<file path="config.mk">
export PLATFORM = sky130hd
export DESIGN_NAME = vwait_gen
export DESIGN_NICKNAME = d
export VERILOG_FILES = /design/src/rtl/vwait_pkg.sv /design/src/rtl/vwait_timebase.sv /design/src/rtl/vwait_seq.sv /design/src/rtl/vwait_cyc_counter.sv /design/src/rtl/vwait_gen.sv
export SDC_FILE = /design/constraint.sdc
export NUM_CORES = 1
export LEC_CHECK = 0
export BUFFER_PORTS_ARGS = -buffer_cell sky130_fd_sc_hd__buf_2
export CAP_MARGIN = 20
export CORE_UTILIZATION = 54
export DETAILED_ROUTE_END_ITERATION = 7
export PLACE_DENSITY = 0.77
export RECOVER_POWER = 100
export SYNTH_ARGS = -nofsm -noshare
export SYNTH_HDL_FRONTEND = slang
export SYNTH_SLANG_ARGS = --single-unit
</file>
<file path="constraint.sdc">
create_clock -name clk -period 1.75 [get_ports clk]
set_input_delay 0.0875 -clock clk [delete_from_list [all_inputs] [get_ports clk]]
set_output_delay 0.0875 -clock clk [all_outputs]
set_load 0.005 [all_outputs]
</file>
<file path="src/rtl/vwait_pkg.sv">
// Package: shared types for the video memory wait-state generator.
// Assumes: nothing beyond standard SystemVerilog.
package vwait_pkg;

    // States of the wait sequence
    typedef enum logic [1:0] {
        WS_IDLE  = 2'd0,
        WS_HALF  = 2'd1,
        WS_CHAR  = 2'd2,
        WS_ALIGN = 2'd3
    } wstate_t;

endpackage

</file>
<file path="src/rtl/vwait_timebase.sv">
// Module: vwait_timebase
// Derives the CPU cycle enable (one dot in CPU_DOTS) and the character
// phase counter (wraps every CHAR_DOTS dots) from the master dot clock.
// Assumes: both counters restart on reset; the phase loads phase_init.
module vwait_timebase #(
    parameter int CPU_DOTS  = 3,
    parameter int CHAR_DOTS = 16,
    parameter int PH_W      = $clog2(CHAR_DOTS)
) (
    input  logic            clk,
    input  logic            rst_n,
    input  logic [PH_W-1:0] phase_init,
    output logic            cpu_en,
    output logic            char_zero,
    output logic [PH_W-1:0] phase
);
    localparam int DIV_W = $clog2(CPU_DOTS);

    logic [DIV_W-1:0] div_q;

    // Advance the CPU divider and the character phase by one dot
    always_ff @(posedge clk) begin
        if (!rst_n) begin
            div_q <= '0;
            phase <= phase_init;
        end else begin
            div_q <= (div_q == DIV_W'(CPU_DOTS - 1)) ? '0 : div_q + 1'b1;
            phase <= (phase == PH_W'(CHAR_DOTS - 1)) ? '0 : phase + 1'b1;
        end
    end

    assign cpu_en    = (div_q == '0);
    assign char_zero = (phase == '0);

    a_r2_char_wrap: assert property (@(posedge clk) disable iff (!rst_n)
        (phase == PH_W'(CHAR_DOTS - 1)) |=> (phase == '0));
    a_r2_cpu_single: assert property (@(posedge clk) disable iff (!rst_n)
        cpu_en |=> !cpu_en);

endmodule

</file>
<file path="src/rtl/vwait_seq.sv">
// Module: vwait_seq
// Three-stage wait sequencer: half character, then the next character
// boundary strictly after it, then the next CPU cycle boundary.
// Assumes: cpu_en and char_zero come from vwait_timebase on the same clock.
module vwait_seq
    import vwait_pkg::*;
#(
    parameter int HALF_DOTS = 8,
    parameter int HC_W      = $clog2(HALF_DOTS + 1)
) (
    input  logic clk,
    input  logic rst_n,
    input  logic req,
    input  logic cpu_en,
    input  logic char_zero,
    output logic ready,
    output logic start,
    output logic finish,
    output logic busy
);
    wstate_t         state;
    logic [HC_W-1:0] half_cnt;

    assign start  = (state == WS_IDLE) && req && cpu_en;
    assign finish = ((state == WS_CHAR) && char_zero && cpu_en) ||
                    ((state == WS_ALIGN) && cpu_en);
    assign busy   = (state != WS_IDLE);

    // Step the wait stages and drive the READY register
    always_ff @(posedge clk) begin
        if (!rst_n) begin
            state    <= WS_IDLE;
            half_cnt <= '0;
            ready    <= 1'b1;
        end else begin
            case (state)
                WS_IDLE: if (start) begin
                    state    <= WS_HALF;
                    half_cnt <= HC_W'(1);
                    ready    <= 1'b0;
                end
                WS_HALF: if (half_cnt == HC_W'(HALF_DOTS)) begin
                    state <= WS_CHAR;
                end else begin
                    half_cnt <= half_cnt + 1'b1;
                end
                WS_CHAR: if (char_zero) begin
                    if (cpu_en) begin
                        state <= WS_IDLE;
                        ready <= 1'b1;
                    end else begin
                        state <= WS_ALIGN;
                    end
                end
                WS_ALIGN: if (cpu_en) begin
                    state <= WS_IDLE;
                    ready <= 1'b1;
                end
                default: state <= WS_IDLE;
            endcase
        end
    end

    a_r3_accept_drops_ready: assert property (@(posedge clk) disable iff (!rst_n)
        (ready && req && cpu_en) |=> !ready);
    a_r8_busy_holds_low: assert property (@(posedge clk) disable iff (!rst_n)
        busy |-> !ready);
    a_r4_release_after_cpu_edge: assert property (@(posedge clk) disable iff (!rst_n)
        $rose(ready) |-> $past(cpu_en));

endmodule

</file>
<file path="src/rtl/vwait_cyc_counter.sv">
// Module: vwait_cyc_counter
// Counts CPU cycle boundaries seen during a wait; saturates at its maximum.
// Assumes: clear and inc are never both needed on the same dot.
module vwait_cyc_counter #(
    parameter int CNT_W = 4
) (
    input  logic             clk,
    input  logic             rst_n,
    input  logic             clear,
    input  logic             inc,
    output logic [CNT_W-1:0] count
);
    // Clear at the start of a wait, else count CPU boundaries
    always_ff @(posedge clk) begin
        if (!rst_n) begin
            count <= '0;
        end else if (clear) begin
            count <= '0;
        end else if (inc && (count != {CNT_W{1'b1}})) begin
            count <= count + 1'b1;
        end
    end
endmodule

</file>
<file path="src/rtl/vwait_gen.sv">
// Module: vwait_gen (top)
// Video memory wait-state generator: holds READY low for a wait whose length
// follows from the CPU-cycle phase relative to the character clock, then
// reports the length in CPU cycles with a one-dot done pulse.
// Assumes: single dot clock, synchronous active-low reset.
module vwait_gen #(
    parameter int CPU_DOTS  = 3,
    parameter int CHAR_DOTS = 16,
    parameter int CNT_W     = 4,
    parameter int PH_W      = $clog2(CHAR_DOTS)
) (
    input  logic             clk,
    input  logic             rst_n,
    input  logic [PH_W-1:0]  phase_init,
    input  logic             req,
    output logic             ready,
    output logic             done,
    output logic [CNT_W-1:0] wait_count,
    output logic             cpu_clk_en,
    output logic [PH_W-1:0]  char_phase
);
    localparam int HALF_DOTS = CHAR_DOTS / 2;

    logic             char_zero;
    logic             start;
    logic             finish;
    logic             busy;
    logic [CNT_W-1:0] cyc_cnt;

    vwait_timebase #(.CPU_DOTS(CPU_DOTS), .CHAR_DOTS(CHAR_DOTS), .PH_W(PH_W)) tb_i (
        .clk(clk), .rst_n(rst_n), .phase_init(phase_init),
        .cpu_en(cpu_clk_en), .char_zero(char_zero), .phase(char_phase)
    );

    vwait_seq #(.HALF_DOTS(HALF_DOTS)) seq_i (
        .clk(clk), .rst_n(rst_n), .req(req), .cpu_en(cpu_clk_en),
        .char_zero(char_zero), .ready(ready), .start(start),
        .finish(finish), .busy(busy)
    );

    vwait_cyc_counter #(.CNT_W(CNT_W)) cnt_i (
        .clk(clk), .rst_n(rst_n), .clear(start),
        .inc(busy && cpu_clk_en), .count(cyc_cnt)
    );

    // Publish the wait length and the done pulse as READY returns
    always_ff @(posedge clk) begin
        if (!rst_n) begin
            done       <= 1'b0;
            wait_count <= '0;
        end else begin
            done <= finish;
            if (finish) begin
                wait_count <= cyc_cnt + 1'b1;
            end
        end
    end

    a_r5_done_single: assert property (@(posedge clk) disable iff (!rst_n)
        done |=> !done);
    a_r5_done_with_ready: assert property (@(posedge clk) disable iff (!rst_n)
        done |-> (ready && !$past(ready)));
    a_r6_wait_range: assert property (@(posedge clk) disable iff (!rst_n)
        done |-> (wait_count >= CNT_W'(3) && wait_count <= CNT_W'(8)));

endmodule

</file>
## Yosys cells after proc, flatten, opt, wreduce, memory -nomap -nowiden

Cells that the tools add are included.

| cells by class | value |
|---|---|
| multiplexer cells | 15 |
| equal/unequal tests | 12 |
| $lt $le $gt $ge | 0 |
| add/subtract/negate cells | 4 |
| shift operators | 0 |
| $mul | 0 |
| div/mod/pow operators | 0 |
| bitwise operators | 1 |
| reduce and logical (&&, ||, !) cells | 19 |

Operators by type and width:

| operator | count |
|---|---|
| 2-to-1 mux 4 bit | 4 |
| adder 4 x 1 -> 4 bit (second input constant) | 3 |
| 2-to-1 mux 2 bit | 5 |
| == test 4 bit (second input constant) | 2 |
| one-hot mux 2 bit (4 select lines) | 1 |
| one-hot mux 4 bit (2 select lines) | 1 |
| logical AND 1 bit | 7 |
| == test 2 bit (second input constant) | 3 |
| != test 2 x 1 -> 1 bit (second input constant) | 3 |
| AND reduction 3 bit | 2 |
| logical NOT 2 bit | 2 |
| logical NOT 4 bit | 1 |
| != test 2 bit (second input constant) | 2 |
| != test 4 bit (second input constant) | 1 |
| AND reduction 4 bit | 1 |
| nonzero test 2 bit | 2 |
| OR reduction 2 bit | 2 |
| 2-to-1 mux 1 bit | 3 |
| one-hot mux 1 bit (3 select lines) | 1 |
| nonzero test 3 bit | 1 |
| adder 2 x 1 -> 2 bit (second input constant) | 1 |
| == test 2 x 1 -> 1 bit (second input constant) | 1 |
| logical OR 1 bit | 1 |
| inverter 1 bit | 1 |

| word-level totals | value |
|---|---|
| RAM bits | 0 |
| bits in latches | 0 |
| memory bits (read-only) | 0 |
| logic and storage cells | 59 |
| output and inout port bits | 11 |
| flip-flop bits (word level) | 22 |
| memories kept | 0 |

## Logic depth before layout (Yosys ltp)

Gate-level depths: netlist (run 1).

| depth | value |
|---|---|
| depth after elaboration | 5 |
| mapped depth | 6 |
| gate-level depth less buffers | 5 |

## Modules after synthesis

From an unflattened synthesis (run 1), not the netlist that was laid out.

| unflattened totals | value |
|---|---|
| cells, all modules | 117 |
| area total of the unflattened synthesis | 1082.3 um^2 |

By module, submodules not included:

| module | area an instance (um^2) | seq. area each (um^2) | times used | cells each |
|---|---|---|---|---|
| vwait_seq | 391.6 | 140.1 | 1 | 46 |
| vwait_timebase | 290.3 | 120.1 | 1 | 30 |
| vwait_gen | 209.0 | 100.1 | 1 | 20 |
| vwait_cyc_counter | 191.4 | 80.1 | 1 | 21 |

## Worst setup path after synthesis (run 1)

Ideal clock, no wire load.

| timing | value |
|---|---|
| path type | flip-flop to flip-flop |
| start point | register seq_i.half_cnt[0] |
| end point | register seq_i.half_cnt[2] |
| cell stages (with the launch flop) | 7 |
| arrival time | 1383 ps |
| buffers on the path | 1 |
| period minus slack after synthesis | 1453 ps |
| slack | 297 ps |
| required time | 1680 ps |
| path through | dfxtp_1 > inv_1 > ha_1 > and3b_1 > clkbuf_1 > or4_1 > a21oi_1 |

| between the ends | value |
|---|---|
| word-level cells in the longest chain between the ends | 3 |
| elaborated cells between the ends (all ways) | 6 |

Ends and longest elaborated chain:

| item | RTL line | RTL |
|---|---|---|
| from (decl) | vwait_seq.sv:22 | `logic [HC_W-1:0] half_cnt;` |
| from (signal assigned) | vwait_seq.sv:45 | `half_cnt <= half_cnt + 1'b1;` |
| adder 4 x 1 -> 4 bit or == test 4 bit (tied branches) | vwait_seq.sv:45, vwait_seq.sv:42 |  |
| 2-to-1 mux 4 bit or != test 2 bit (tied branches) | -- |  |
| one-hot mux 4 bit (2 select lines) or AND reduction 3 bit (tied branches) | -- |  |

Several ways; a longest one is shown, not always the timed one. The select of a mux whose other input is x is not followed.
A chain may end at the register's enable or synchronous reset.

## Worst setup path after layout (run 1)

| timing | value |
|---|---|
| start point | register tb_i.div_q[0] |
| end point | register cnt_i.count[0] |

| between the ends | value |
|---|---|
| word-level cells in the longest chain between the ends | 3 |
| elaborated cells between the ends (all ways) | 5 |

Ends and longest elaborated chain:

| item | RTL line | RTL |
|---|---|---|
| from (decl) | vwait_timebase.sv:19 | `logic [DIV_W-1:0] div_q;` |
| from (signal assigned) | vwait_timebase.sv:27 | `div_q <= (div_q == DIV_W'(CPU_DOTS - 1)) ? '0 : div_q + 1'b1;` |
| logical NOT 2 bit (*) | vwait_timebase.sv:32 | `assign cpu_en = (div_q == '0);` |
| logical AND 1 bit, on equally long branches | vwait_seq.sv:24, vwait_gen.sv:43 |  |
| OR reduction 2 bit (no line) or logical AND 1 bit (tied branches) | -- |  |
| to (signal assigned) | vwait_cyc_counter.sv:20 | `count <= count + 1'b1;` |
| to (decl) | vwait_cyc_counter.sv:11 | `output logic [CNT_W-1:0] count` |

Mark *: on every way between the ends. The rest lies on a longest branch, timed or not.

==> impl_metrics.py, run 1 <==
metrics = {
    "floorplan": {
        "core_area_um2": 1800,
        "io_pins": 18,
        "initial_core_util": 0.602,
        "row_count": 15,
        "die_h_um": 46.8,
        "dieArea_um2": 2190,
        "die_w_um": 46.8,
    },
    "sta": {
        "period_share": 0.910,
        "layout_setup_ws_ps": 157,
        "rsz0062_at_grt": "false",
        "fin_crit_ps": 1590,
        "drv_slew": 0,
        "hold_viol": 0,
        "skew_ps": 5.38,
        "tns_ps": 0,
        "worstMarginPinSlew_ps": 444,
        "relSlewSlack": 0.701,
        "timing.final.setup_violations": 0,
        "whs_ps": 7.85,
        "clock.fmax_ghz": 0.628,
    },
    "power_and_ir_drop": {
        "ir_worst_vdd_mv": 0.574,
        "finalPower_w": 0.00115,
        "leakagePower_nw": 0.525,
        "powerDensity_nw_per_um2": 947,
    },
    "placed_design": {
        "dpl.hpwl_um": 1420,
        "portBuffers": 17,
        "finalWeightedCongestion": 0.749,
        "place_ws_ps": 145,
    },
    "worst_hold_path": {
        "hold_depth": 3,
        "hp-start": "phase_init[3]",
        "holdCritPathClass": "in2reg",
    },
    "global_route": {
        "grt_pass1_wl_um": 3050,
        "grt_max_degree": 24,
        "antenna_found_initial": 0,
        "grtUsageTotal": 0.194,
        "grt_pass1_vias": 703,
        "grt_overflow": 0,
    },
    "worst_setup_path": {
        "start_kind": "flop",
        "path_cells": "inv_1, ha_1, o21ai_0, or3_1, a21oi_1",
        "cp-end-kind": "flop",
        "cp_slowest_cell": "or3_1",
        "max_stage_delay_ps": 390,
        "rr_worst_depth": 5,
        "path_class": "reg2reg",
        "r2r-start": "tb_i.div_q[0]",
        "critPathMaxFanout": 9,
        "critPathRequiredTime_ps": 1990,
        "critPathArrivalTime_ps": 1830,
        "cp-startpoint": "tb_i.div_q[0]",
    },
    "logic_synthesis": {
        "synthFlopType": "dfxtp_1",
        "synthArstFlopShare": 0,
        "ys_seq_area_frac": 0.406,
        "syn_inst": 115,
        "synth_cell_types": 41,
        "synth_area_um2": 1080,
        "ys_warn_count": 0,
        "synth_nets": 129,
        "synth.avg_cell_area_um2": 9.43,
        "ys_ff_latch": 22,
        "synth_edf_count": 0,
    },
    "cts": {
        "clk_path_buf_depth": 2,
        "cts_root_buf": "clkbuf_4",
        "clk_pin_slew_worst_paths_ps": 130,
        "cts_setup_buffers": 0,
        "cts_tree": "built",
        "clock_latency_ps": 300,
        "cts_buffers": 3,
        "clock-sinks": 22,
        "cts_max_level": 1,
    },
    "routing": {
        "firstDrtPassIters": 4,
        "wl_um": 1950,
        "detail-route-antenna-nets": 0,
        "drcViolationCount": 0,
        "wire_per_inst_um": 12.5,
        "via_count": 864,
        "drt_iter0_drc": 23,
        "vias_per_cell": 5.54,
    },
    "layout": {
        "antennaDiodeCount": 0,
        "area_growth_pct": 11.4,
        "drive_gt1_frac": 0.122,
        "nets": 146,
        "fill_cells": 170,
    },
    "run_status": {
        "outcome": "finished clean",
    },
    "flow_run": {
        "max_cap_viol_count": 0,
    },
}
## layout make-up
| cell class | instances | area [um2] | share of cell area |
|---|---|---|---|
| clock buffer | 3 | 22.5 | 0.0186 |
| clock inverter | 1 | 30.0 | 0.0248 |
| inverter | 9 | 33.8 | 0.0280 |
| multi-input combinational | 78 | 567 | 0.469 |
| sequential | 22 | 440 | 0.364 |
| tap | 25 | 31.3 | 0.0259 |
| timing repair buffer | 18 | 83.8 | 0.0694 |
## cells in the final DEF, fill, tap and decap left out, types with 2 or more instances in the layout
cell / netlist / layout
a21oi_1: 10 / 10
nand2b_1: 1 / 2
nor2_1: 5 / 5
clkbuf_4: 0 / 3
nand2_1: 8 / 8
dfxtp_1: 22 / 22
o21ai_0: 4 / 4
o211ai_1: 3 / 3
and3b_1: 2 / 2
nor3b_1: 3 / 2
o311a_1: 2 / 2
mux2i_1: 3 / 3
ha_1: 7 / 7
xnor2_1: 2 / 2
a21o_1: 2 / 2
inv_1: 9 / 9
and3_1: 2 / 2
or4_1: 2 / 2
buf_2: 0 / 8
clkbuf_1: 3 / 9
nand3_1: 2 / 2
## worst paths after layout
check / end / slack (ps)
hold reg to reg: tb_i.div_q[0] / 430
hold / removal: tb_i.phase[3] / 8
setup reg to reg: cnt_i.count[0] / 160
setup / recovery: cnt_i.count[0] / 160
## logic make-up after synthesis
group	count (synthesis)	synth area share
AO/OA/AOI/OAI	31	0.193
XOR/XNOR	3	0.0242
adder cells (fa/ha/maj)	7	0.0807
buffers and inverters	15	0.0692
flip-flops	22	0.406
multiplexers	4	0.0381
AND/OR/NAND/NOR	33	0.189
## metal layers
| metal | part of all wire | GRT usage | up-vias |
|---|---|---|---|
| li1 | - | - | 447 |
| met2 | 0.46 | 0.314 | 23 |
| met4 | 0.0062 | 0.0514 | 0 |
| met3 | 0.040 | 0.0346 | 2 |
| met1 | 0.50 | 0.267 | 392 |
| met5 | 0 | 0 | - |
## state kept, by name, summed over array words and instances, names as in the netlist
signal,count
wait_count,4
tb_i.phase,4
done,1
cnt_i.count,4
seq_i.ready,1
tb_i.div_q,2
seq_i.state,2
seq_i.half_cnt,4
## cell usage after synthesis (2+ instances only)
master | count | area share
mux2i_1 | 3 | 0.028
nand2_1 | 8 | 0.028
clkbuf_1 | 3 | 0.010
o21ai_0 | 4 | 0.018
dfxtp_1 | 22 | 0.41
and3_1 | 2 | 0.012
o311a_1 | 2 | 0.018
a21oi_1 | 10 | 0.046
o211ai_1 | 3 | 0.021
or4_1 | 2 | 0.014
nand3_1 | 2 | 0.0092
nor3b_1 | 3 | 0.021
buf_6 | 2 | 0.021
and3b_1 | 2 | 0.016
xnor2_1 | 2 | 0.016
a21o_1 | 2 | 0.014
inv_1 | 9 | 0.031
ha_1 | 7 | 0.081
nor2_1 | 5 | 0.017
## critical path, delay by kind of cell, from the launching register on
kind,cells,cell delay [ps]
compound gates,2,400
fa+ha+maj,1,330
buf+inv,1,80
flops,1,330
simple gates,1,390
## repair_timing
action | in CTS | in global routing
hold endpoints to repair | 0 | 1
hold buffers | 0 | 1
endpoints found under the setup margin | 0 | 2
resized for setup | 0 | 1
## power breakdown
part	internal, W	switching [W]
combinational	0.0000888	0.0000981
clock	0.000231	0.000153
sequential	0.000537	0.0000364
total	0.000857	0.000288
## stage by stage
step,util,cell area (um2),std cells
final,0.671,1210,156
after global routing,0.671,1210,156
after CTS,0.673,1210,155
after detailed placement,0.644,1160,151
after global placement,0.644,1160,151
after floorplan,-,1080,115
(Power assumes the default switching activity.)
==> run 2: changes to the inputs <==
==> constraint.sdc (replaced) <==
create_clock -name clk -period 1.75 [get_ports clk]
set_input_delay 0.175 -clock clk [delete_from_list [all_inputs] [get_ports clk]]
set_output_delay 0.175 -clock clk [all_outputs]
set_load 0.005 [all_outputs]
==> run 2 against run 1 <==
  * Power is 0.20% lower
  * Fmax is 0.43% lower
  * Design area is 0.83% lower
  * Register-to-register slack hardly changed
  * Critical path depth stayed put
  * Die area stayed put
  * Critical path type unchanged
==> impl_metrics.py, run 2 (synthesis gave the netlist of run 1 again) <==
metrics = {
    "cts": {
        "cts_buffers": 3,
        "cts_max_level": 1,
        "cts_setup_buffers": 0,
        "clock_latency_ps": 300,
        "clk_path_buf_depth": 2,
        "clock-sinks": 22,
        "postCtsHoldBufs": 0,
        "clk_pin_slew_worst_paths_ps": 130,
        "cts_tree": "built",
        "cts_root_buf": "clkbuf_4",
    },
    "sta": {
        "whs_ps": 95.2,
        "worstMarginPinSlew_ps": 443,
        "period_share": 0.914,
        "hold_viol": 0,
        "clock.fmax_ghz": 0.625,
        "relSlewSlack": 0.701,
        "timing.final.setup_violations": 0,
        "layout_setup_ws_ps": 151,
        "tns_ps": 0,
        "skew_ps": 4.35,
        "rsz0062_at_grt": "false",
        "fin_crit_ps": 1600,
        "drv_slew": 0,
    },
    "power_and_ir_drop": {
        "finalPower_w": 0.00114,
        "leakagePower_nw": 0.521,
        "powerDensity_nw_per_um2": 953,
        "ir_worst_vdd_mv": 0.574,
    },
    "layout": {
        "final_cell_area_um2": 1200,
        "final_cell_mix": "22 x dfxtp_1, 10 x a21oi_1, 9 x inv_1, 9 x clkbuf_1",
        "antennaDiodeCount": 0,
        "nets": 145,
        "area_growth_pct": 10.5,
        "drive_gt1_frac": 0.123,
        "layout_commonest_cell": "dfxtp_1",
    },
    "run_status": {
        "outcome": "finished clean",
    },
    "floorplan": {
        "io_pins": 18,
        "die_w_um": 46.8,
        "dieArea_um2": 2190,
        "core_area_um2": 1800,
        "row_count": 15,
        "initial_core_util": 0.602,
        "die_h_um": 46.8,
    },
    "routing": {
        "vias_per_cell": 5.48,
        "drcViolationCount": 0,
        "wl_um": 1910,
        "firstDrtPassIters": 4,
        "via_count": 850,
        "drt_iter0_drc": 22,
        "detail-route-antenna-nets": 0,
        "wire_per_inst_um": 12.3,
    },
    "worst_setup_path": {
        "critPathArrivalTime_ps": 1840,
        "cp_slowest_cell": "or3_1",
        "critPathRequiredTime_ps": 1990,
        "max_stage_delay_ps": 390,
        "path_cells": "inv_1, ha_1, o21ai_0, or3_1, a21oi_1",
        "critPathMaxFanout": 9,
        "critPathTopFamily": "compound AO/OA/AOI/OAI gates",
        "path_class": "reg2reg",
        "cp-end-kind": "flop",
        "start_kind": "flop",
        "path_buf_inv": 1,
    },
    "placed_design": {
        "dpl.hpwl_um": 1420,
        "postPlaceCellArea_um2": 1160,
        "portBuffers": 17,
        "place_ws_ps": 145,
        "finalWeightedCongestion": 0.749,
    },
    "flow_run": {
        "max_cap_viol_count": 0,
    },
    "global_route": {
        "grt_overflow": 0,
        "antenna_found_initial": 0,
        "grt_max_degree": 24,
        "grt_pass1_wl_um": 3050,
        "grtUsageTotal": 0.194,
        "grt_pass1_vias": 703,
    },
    "worst_hold_path": {
        "holdCritPathClass": "in2reg",
    },
}
[run 2: changes by cell type in the layout (fill, tap and decap cells not counted)]
cell	delta
dlygate4sd3_1	-1
[run 2: final cells by class]
| class | count | area (um2) |
|---|---|---|
| multi-input cells | 78 | 567 |
| repair buffers | 17 | 73.8 |
| flip-flops and latches | 22 | 440 |
| well taps | 25 | 31.3 |
| fillers | 172 | 603 |
| clock inverters | 1 | 30.0 |
| inverters | 9 | 33.8 |
| clock buffers | 3 | 22.5 |
[run 2: final timing paths]
kind | start | to | slack [ps] | cells past startpoint
worst min-delay path | phase_init[1] | tb_i.phase[1] | 100 | 2
worst max register to register | tb_i.div_q[0] | cnt_i.count[0] | 150 | 5
worst min register to register | tb_i.div_q[0] | tb_i.div_q[0] | 430 | 1
worst max-delay path | tb_i.div_q[0] | cnt_i.count[0] | 150 | 5
[run 2: per-stage QoR]
step	cells	utilization
after floorplan	115	-
after global placement	151	0.644
after detailed placement	151	0.644
after CTS	155	0.673
after global routing	155	0.665
final	155	0.665
[run 2: metal layers]
metal  up-vias  track usage  part of all wire
li1        443            -                 -
met1       394        0.267              0.51
met2        11        0.314              0.46
met3         2       0.0346             0.022
met4         0       0.0514            0.0063
met5         -            0                 0
[run 2: report_power, final]
part / switching (W) / total, W / internal [W]
combinational: 0.0000979 / 0.000185 / 0.0000873
sequential: 0.0000365 / 0.000574 / 0.000537
clock: 0.000153 / 0.000384 / 0.000231
[run 2: timing repair]
action                                  in CTS  in global routing
endpoints found under the setup margin       0                  2
endpoints found under the hold margin        0                  0
gates resized for setup                      0                  1
